<file path="config.mk">
export PLATFORM = sky130hd
export DESIGN_NAME = segxlat_unit
export DESIGN_NICKNAME = d
export VERILOG_FILES = /design/src/rtl/segxlat_pkg.sv /design/src/rtl/segxlat_desc_table.sv /design/src/rtl/segxlat_real_path.sv /design/src/rtl/segxlat_prot_path.sv /design/src/rtl/segxlat_unit.sv
export SDC_FILE = /design/constraint.sdc
export NUM_CORES = 2
export LEC_CHECK = 0
export ABC_AREA = 0
export ABC_CLOCK_PERIOD_IN_PS = 6340
export BUFFER_PORTS_ARGS = -buffer_cell sky130_fd_sc_hd__buf_2
export CORE_MARGIN = 8
export CORE_UTILIZATION = 45
export DETAILED_ROUTE_END_ITERATION = 10
export PLACE_DENSITY = 0.67
export RECOVER_POWER = 25
export SYNTH_ARGS = -nofsm -noshare
export SYNTH_HDL_FRONTEND = slang
export SYNTH_SLANG_ARGS = --single-unit
</file>
<file path="constraint.sdc">
create_clock -name clk -period 6.34 [get_ports clk]
set_input_delay 1.268 -clock clk [delete_from_list [all_inputs] [get_ports clk]]
set_output_delay 1.268 -clock clk [all_outputs]
set_load 0.02 [all_outputs]
</file>
<file path="src/rtl/segxlat_pkg.sv">
package segxlat_pkg;
   localparam int LIN_W      = 32;
   localparam int LIM_W      = 20;
   localparam int SEL_W      = 16;
   localparam int SEL_IDX_W  = 13;
   localparam int GRAN_SHIFT = 12;
   localparam int REAL_SHIFT = 4;
   localparam int REAL_W     = 20;

   typedef struct packed {
      logic [LIN_W-1:0] base;
      logic [LIM_W-1:0] limit;
      logic             gran;
      logic             present;
   } seg_desc_t;
endpackage

</file>
<file path="src/rtl/segxlat_desc_table.sv">
module segxlat_desc_table
   import segxlat_pkg::*;
#(
   parameter int DEPTH = 16,
   localparam int IW   = $clog2(DEPTH)
) (
   input  logic                 clk,
   input  logic                 rst,
   input  logic                 wr_en,
   input  logic [IW-1:0]        wr_idx,
   input  seg_desc_t            wr_desc,
   input  logic [SEL_IDX_W-1:0] rd_idx,
   output seg_desc_t            rd_desc,
   output logic                 rd_in_range
);
   generate
      if (DEPTH < 2 || DEPTH > (1 << SEL_IDX_W)) begin : g_bad_depth
         $error("segxlat_desc_table: DEPTH out of range");
      end
   endgenerate

   seg_desc_t mem [DEPTH];

   always_ff @(posedge clk) begin
      if (rst) begin
         for (int i = 0; i < DEPTH; i++) mem[i] <= '0;
      end else if (wr_en && (int'(wr_idx) < DEPTH)) begin
         mem[wr_idx] <= wr_desc;
      end
   end

   always_comb begin
      rd_in_range = (int'(rd_idx) < DEPTH);
      rd_desc     = rd_in_range ? mem[rd_idx[IW-1:0]] : '0;
   end
endmodule

</file>
<file path="src/rtl/segxlat_real_path.sv">
module segxlat_real_path
   import segxlat_pkg::*;
(
   input  logic [SEL_W-1:0]  seg,
   input  logic [15:0]       off16,
   output logic [REAL_W-1:0] phys
);
   localparam int SEG_EXT = REAL_W - SEL_W;

   generate
      if (SEG_EXT != REAL_SHIFT) begin : g_bad_shift
         $error("segxlat_real_path: shift does not match width");
      end
   endgenerate

   always_comb begin
      phys = {seg, {REAL_SHIFT{1'b0}}} + {{SEG_EXT{1'b0}}, off16};
   end
endmodule

</file>
<file path="src/rtl/segxlat_prot_path.sv">
module segxlat_prot_path
   import segxlat_pkg::*;
(
   input  seg_desc_t        desc,
   input  logic             in_range,
   input  logic [LIN_W-1:0] off,
   input  logic             off_wide,
   output logic [LIN_W-1:0] lin,
   output logic             over_limit,
   output logic             fault
);
   localparam int LIM_PAD = LIN_W - LIM_W - GRAN_SHIFT;

   generate
      if (LIM_PAD < 0) begin : g_bad_lim
         $error("segxlat_prot_path: limit does not fit the address");
      end
   endgenerate

   logic [LIN_W-1:0] off_eff;
   logic [LIN_W-1:0] lim_eff;

   always_comb begin
      off_eff = off_wide ? off : {{(LIN_W-16){1'b0}}, off[15:0]};
      if (desc.gran)
         lim_eff = {{LIM_PAD{1'b0}}, desc.limit, {GRAN_SHIFT{1'b1}}};
      else
         lim_eff = {{(LIN_W-LIM_W){1'b0}}, desc.limit};
      over_limit = off_eff > lim_eff;
      fault      = !in_range || !desc.present || over_limit;
      lin        = desc.base + off_eff;
   end
endmodule

</file>
<file path="src/rtl/segxlat_unit.sv">
module segxlat_unit
   import segxlat_pkg::*;
#(
   parameter int TBL_DEPTH = 16,
   localparam int TBL_IW   = $clog2(TBL_DEPTH)
) (
   input  logic              clk,
   input  logic              rst,
   input  logic              req_valid,
   input  logic              mode_prot,
   input  logic [15:0]       selector,
   input  logic [31:0]       offset,
   input  logic              off_wide,
   input  logic              wr_en,
   input  logic              wr_local,
   input  logic [TBL_IW-1:0] wr_index,
   input  logic [31:0]       wr_base,
   input  logic [19:0]       wr_limit,
   input  logic              wr_gran,
   input  logic              wr_present,
   output logic [31:0]       addr_out,
   output logic              addr_valid,
   output logic              addr_fault
);
   localparam int NUM_TBL = 2;

   generate
      if (TBL_DEPTH < 2 || TBL_DEPTH > 8192) begin : g_bad_depth
         $error("segxlat_unit: TBL_DEPTH out of range");
      end
   endgenerate

   seg_desc_t            wdesc;
   seg_desc_t            tbl_desc  [NUM_TBL];
   logic [NUM_TBL-1:0]   tbl_inrng;
   logic [SEL_IDX_W-1:0] sel_idx;
   logic                 sel_local;

   assign wdesc     = '{base: wr_base, limit: wr_limit, gran: wr_gran, present: wr_present};
   assign sel_idx   = selector[15:3];
   assign sel_local = selector[2];

   for (genvar t = 0; t < NUM_TBL; t++) begin : g_tbl
      segxlat_desc_table #(.DEPTH(TBL_DEPTH)) u_tbl (
         .clk        (clk),
         .rst        (rst),
         .wr_en      (wr_en && (wr_local == (t == 1))),
         .wr_idx     (wr_index),
         .wr_desc    (wdesc),
         .rd_idx     (sel_idx),
         .rd_desc    (tbl_desc[t]),
         .rd_in_range(tbl_inrng[t])
      );
   end

   logic [REAL_W-1:0] real_pa;
   segxlat_real_path u_real (
      .seg  (selector),
      .off16(offset[15:0]),
      .phys (real_pa)
   );

   logic [LIN_W-1:0] prot_la;
   logic             prot_over;
   logic             prot_fault;
   segxlat_prot_path u_prot (
      .desc      (sel_local ? tbl_desc[1] : tbl_desc[0]),
      .in_range  (sel_local ? tbl_inrng[1] : tbl_inrng[0]),
      .off       (offset),
      .off_wide  (off_wide),
      .lin       (prot_la),
      .over_limit(prot_over),
      .fault     (prot_fault)
   );

   always_ff @(posedge clk) begin
      if (rst) begin
         addr_out   <= '0;
         addr_valid <= 1'b0;
         addr_fault <= 1'b0;
      end else if (req_valid) begin
         if (!mode_prot) begin
            addr_out   <= {{(LIN_W-REAL_W){1'b0}}, real_pa};
            addr_valid <= 1'b1;
            addr_fault <= 1'b0;
         end else begin
            addr_out   <= prot_fault ? '0 : prot_la;
            addr_valid <= !prot_fault;
            addr_fault <= prot_fault;
         end
      end else begin
         addr_valid <= 1'b0;
         addr_fault <= 1'b0;
      end
   end

   p_excl_r11: assert property (@(posedge clk) disable iff (rst)
      !(addr_valid && addr_fault));

   p_idle_r11: assert property (@(posedge clk) disable iff (rst)
      !req_valid |=> (!addr_valid && !addr_fault));

   p_fault_zero_r11: assert property (@(posedge clk) disable iff (rst)
      addr_fault |-> (addr_out == '0));

   p_real_nofault_r3: assert property (@(posedge clk) disable iff (rst)
      (req_valid && !mode_prot) |=> (addr_valid && !addr_fault));

   p_real_range_r1: assert property (@(posedge clk) disable iff (rst)
      (req_valid && !mode_prot) |=> (addr_out[31:20] == '0));

   p_over_faults_r7: assert property (@(posedge clk) disable iff (rst)
      (req_valid && mode_prot && prot_over) |=> addr_fault);
endmodule

</file>
==> reports/qor.txt <==
PLACEMENT
---------------------------------------------------------------------------------
Setup WS pre-CTS                                                        0.2098 ns
Port Buffers                                                                  146
Final HPWL from detailed placement                                       144.2 mm
Final weighted congestion of routability-driven global placement           0.8747

TIMING
---------------------------------------------------------------------------------
Maximum clock frequency                                                 170.6 MHz
Worst path setup slack after routing                                    0.4783 ns
Slew of the pin with the lowest slew margin                              5.123 ns
Count of final setup violators                                                  0
Fin Hold WS                                                             0.4605 ns
Worst relative slew slack                                                  -2.415
Final period utilization                                                   0.9246
Final Hold Violating Endpoints                                                  0
Fin Clk Skew                                                           0.05072 ns
Min Clock Period, post-route                                             5.862 ns
Total negative slack for setup checks                                        0 ns
Max-slew violation count                                                     1216
Unrepaired setup endpoints after global routing                             false

WORST SETUP PATH
---------------------------------------------------------------------------------
Cell with the largest stage delay on the worst path                  sky130_fd_sc_hd__clkbuf_1
Most used cell, CP                                                   sky130_fd_sc_hd__clkbuf_1
Worst Path Buf+Inv                                                              2
Worst EP arrival                                                          6.52 ns
CP endpoint kind                                                             flop
Worst reg2reg startpoint                                             g_tbl[0].u_tbl.mem[15][1]
Slowest cell delay on critical path                                       3.62 ns
Maximum fanout along the worst path                                            54
Cells along the critical path                                        clkbuf_1 > and3b_1 > nand2_1 > nor3_1 > clkbuf_1 > and2_1
Worst Path Required                                                       6.99 ns
Worst R2R Path Depth                                                           16
Endpoint of the most critical register-to-register path              addr_out[20]
Critical Setup Path Class                                            input port to flop
Setup slack of the worst register-to-register path                        1.65 ns
CP top delay family                                                  buffers and inverters
Startpoint class of the critical path                                  input port

CLOCK NETWORK
---------------------------------------------------------------------------------
CTS Hold Buffers Added                                                          0
Number of cells upsized or downsized after cts                                  0
CTS Root Cell                                                        sky130_fd_sc_hd__clkbuf_16
Htree depth                                                                     4
Clock sink total                                                             1762
Insertion delay to the later sink of the worst-skew pair                  0.87 ns
Register clock-pin slew on the reported worst setup and hold paths        0.06 ns
Buffer levels on the longest clock path                                         3
CTS buffer count                                                              183
CTS tree                                                                    built
Postcts setup bufs                                                              0

LAYOUT
---------------------------------------------------------------------------------
Area delta synth->final                                                    12.14%
Layout cells sized above 1                                                 0.2183
Filler instances                                                           14.78k
Layout Nets                                                                  5506

SYNTHESIS
---------------------------------------------------------------------------------
FFs w/ async S/R, synth                                                         0
Total nets after synthesis                                                   5409
Primary flip-flop cell chosen by synthesis mapping                   sky130_fd_sc_hd__edfxtp_1
Post-synth cell types                                                          59
Synthesized instance count                                                   5219
Post-synth EDFFs                                                             1728
Register bit total from synthesis                                            1762
Cell area after synthesis                                              82310 um^2
Synth Area per Inst                                                    15.77 um^2
Yosys warning count                                                             0
Post-synthesis sequential area ratio                                       0.6387

GRT
---------------------------------------------------------------------------------
Antenna violations before repair                                               50
Overall fraction of global-route tracks in use                             0.2644
Vias in the first global route                                             47.65k
Largest net degree at the start of global routing                              55
Congestion Overflow GR                                                          0
First-pass GRT wire length                                               369.0 mm

OUTCOME
---------------------------------------------------------------------------------
Run status                                                           finished with violations
Violations in the final reports                                      max-capacitance violations, max-slew violations

FLOORPLAN
---------------------------------------------------------------------------------
Std-Cell Core Area                                                    182500 um^2
X dimension of the die                                                   443.7 um
Die H                                                                    443.7 um
Starting density of the core                                               0.4510
Number of top-level pins                                                      147
Area enclosed by the die boundary                                     196800 um^2
Number of rows in the core area                                               157

POWER
---------------------------------------------------------------------------------
Comb power frac                                                             0.087
Power consumption                                                       0.02643 W
Power spent charging and discharging nets                              0.006306 W
Total power divided by cell area                                     286.4 nW/um^2
Leakage power of the design                                              32.05 nW
Internal                                                                0.02012 W
Net Sw Frac                                                                0.2386
VDD IR-drop max                                                         0.2472 mV
Clock power frac                                                            0.399
Flop pwr share                                                              0.513

HOLD PATH
---------------------------------------------------------------------------------
Number of instances on the worst hold path                                      2
Type of the worst min-delay path                                     flop to flop
Sink of the worst hold path                                          addr_out[27]
Worst Min Path Start                                                 addr_out[27]

ROUTE
---------------------------------------------------------------------------------
Number of DRC violations after detailed-routing iteration 0                  8650
Pre-antenna DRT Iters                                                           6
Vias                                                                       48.40k
Wire length per cell                                                     33.70 um
ANT nets after route                                                            0
Residual DRC count                                                              0
DRT Wirelength                                                           265.3 mm
Via/cell ratio                                                              6.149

FLOW RUN
---------------------------------------------------------------------------------
Number of max-cap violations                                                   33

## cell families after synthesis
family	Yosys count	synth area share
buffers and inverters	495	0.02475
AND/OR/NAND/NOR	2056	0.1506
adder cells (fa/ha/maj)	77	0.01189
XOR/XNOR	42	0.004469
multiplexers	591	0.1540
AO/OA/AOI/OAI	196	0.01561
flip-flops	1762	0.6387
## cell usage after synthesis, types with 27 or more instances
| library cell | count | area, um^2 |
|---|---|---|
| sky130_fd_sc_hd__o21ai_0 | 32 | 160.2 |
| sky130_fd_sc_hd__nand2_1 | 56 | 210.2 |
| sky130_fd_sc_hd__mux4_2 | 530 | 11940 |
| sky130_fd_sc_hd__nor2_1 | 121 | 454.2 |
| sky130_fd_sc_hd__clkbuf_1 | 400 | 1501 |
| sky130_fd_sc_hd__buf_2 | 38 | 190.2 |
| sky130_fd_sc_hd__xnor2_1 | 27 | 236.5 |
| sky130_fd_sc_hd__dfxtp_1 | 34 | 680.7 |
| sky130_fd_sc_hd__edfxtp_1 | 1728 | 51890 |
| sky130_fd_sc_hd__or2_2 | 35 | 219.0 |
| sky130_fd_sc_hd__mux2i_1 | 45 | 450.4 |
| sky130_fd_sc_hd__a21oi_1 | 49 | 245.2 |
| sky130_fd_sc_hd__and2_1 | 1748 | 10940 |
| sky130_fd_sc_hd__a21o_1 | 29 | 217.7 |
| sky130_fd_sc_hd__ha_1 | 75 | 938.4 |
## how the worst max path moves through the flow
stage | slack [ns] | to | cells past startpoint | from
after floorplan | 0.34 | addr_out[28] | 20 | selector[3]
after global placement | 0.30 | addr_out[30] | 17 | selector[3]
after detailed placement | 0.21 | addr_out[20] | 19 | selector[3]
after CTS | 1.12 | addr_out[31] | 19 | selector[3]
after global routing | 0.71 | g_tbl[1].u_tbl.mem[11][49] | 6 | rst
final | 0.48 | g_tbl[1].u_tbl.mem[0][8] | 6 | rst
## cell type report
type | instances | area [um^2] | share of cell area
sequential | 1762 | 52570 | 0.5696
multi-input combinational | 2962 | 27920 | 0.3025
clock buffer | 229 | 4852 | 0.05257
tap | 2385 | 2984 | 0.03233
timing repair buffer | 392 | 2839 | 0.03076
clock inverter | 105 | 1017 | 0.01102
inverter | 15 | 56.30 | 0.0006101
antenna | 21 | 52.55 | 0.0005694
## per-stage QoR
stage | utilization | std cells | cell area [um^2]
3_3_place_gp | 0.4743 | 7516 | 86550
5_1_grt | 0.5056 | 7861 | 92270
4_1_cts | 0.5064 | 7850 | 92420
3_5_place_dp | 0.4743 | 7516 | 86550
2_1_floorplan | - | 5219 | 82310
6_report | 0.5057 | 7871 | 92290
## state kept, by name, summed over array words and instances, names as in the netlist
register	flops
addr_fault	1
g_tbl.u_tbl.mem	1728
addr_out	32
addr_valid	1
## cells in the final DEF (no fill, tap or decap), drive strengths merged, types with 11 or more instances in the layout
| cell type | count |
|---|---|
| and2 | 1751 |
| a21oi | 49 |
| a22oi | 15 |
| a211oi | 20 |
| xnor2 | 27 |
| dfxtp | 34 |
| diode | 21 |
| nor3 | 19 |
| clkbuf | 277 |
| nand2b | 12 |
| nand3 | 17 |
| mux2i | 46 |
| o21ai | 36 |
| clkinv | 86 |
| nor2 | 121 |
| buf | 344 |
| xor2 | 15 |
| a21o | 29 |
| nand2 | 56 |
| or2 | 35 |
| mux4 | 537 |
| inv | 20 |
| and3 | 11 |
| edfxtp | 1728 |
| ha | 75 |
## power by group through the flow
stage	clock network (W)	registers [W]	logic (W)
after floorplan	0	0.0137	0.00132
after global placement	0	0.0138	0.00226
after detailed placement	0	0.0138	0.00228
after CTS	0.0106	0.0136	0.00228
after global routing	0.0111	0.0136	0.00237
final	0.0106	0.0136	0.00230
## worst min-delay path: stages, from the launching register on
cell,delay (ns)
sky130_fd_sc_hd__dfxtp_1,0.31
sky130_fd_sc_hd__nand2_1,0.05
sky130_fd_sc_hd__o21ai_1,0.05
## routing by layer
metal  track usage  up-vias  part of all wire  wire, um
met3       0.06464      651              0.13     33610
met5             0        -           0.00017        46
li1              -    19517                 -         -
met2        0.4159     3377              0.46    122600
met4        0.1133        8             0.049     13050
met1        0.3528    24848              0.36     95920
No activity file was read; power rests on OpenSTA's default activity.
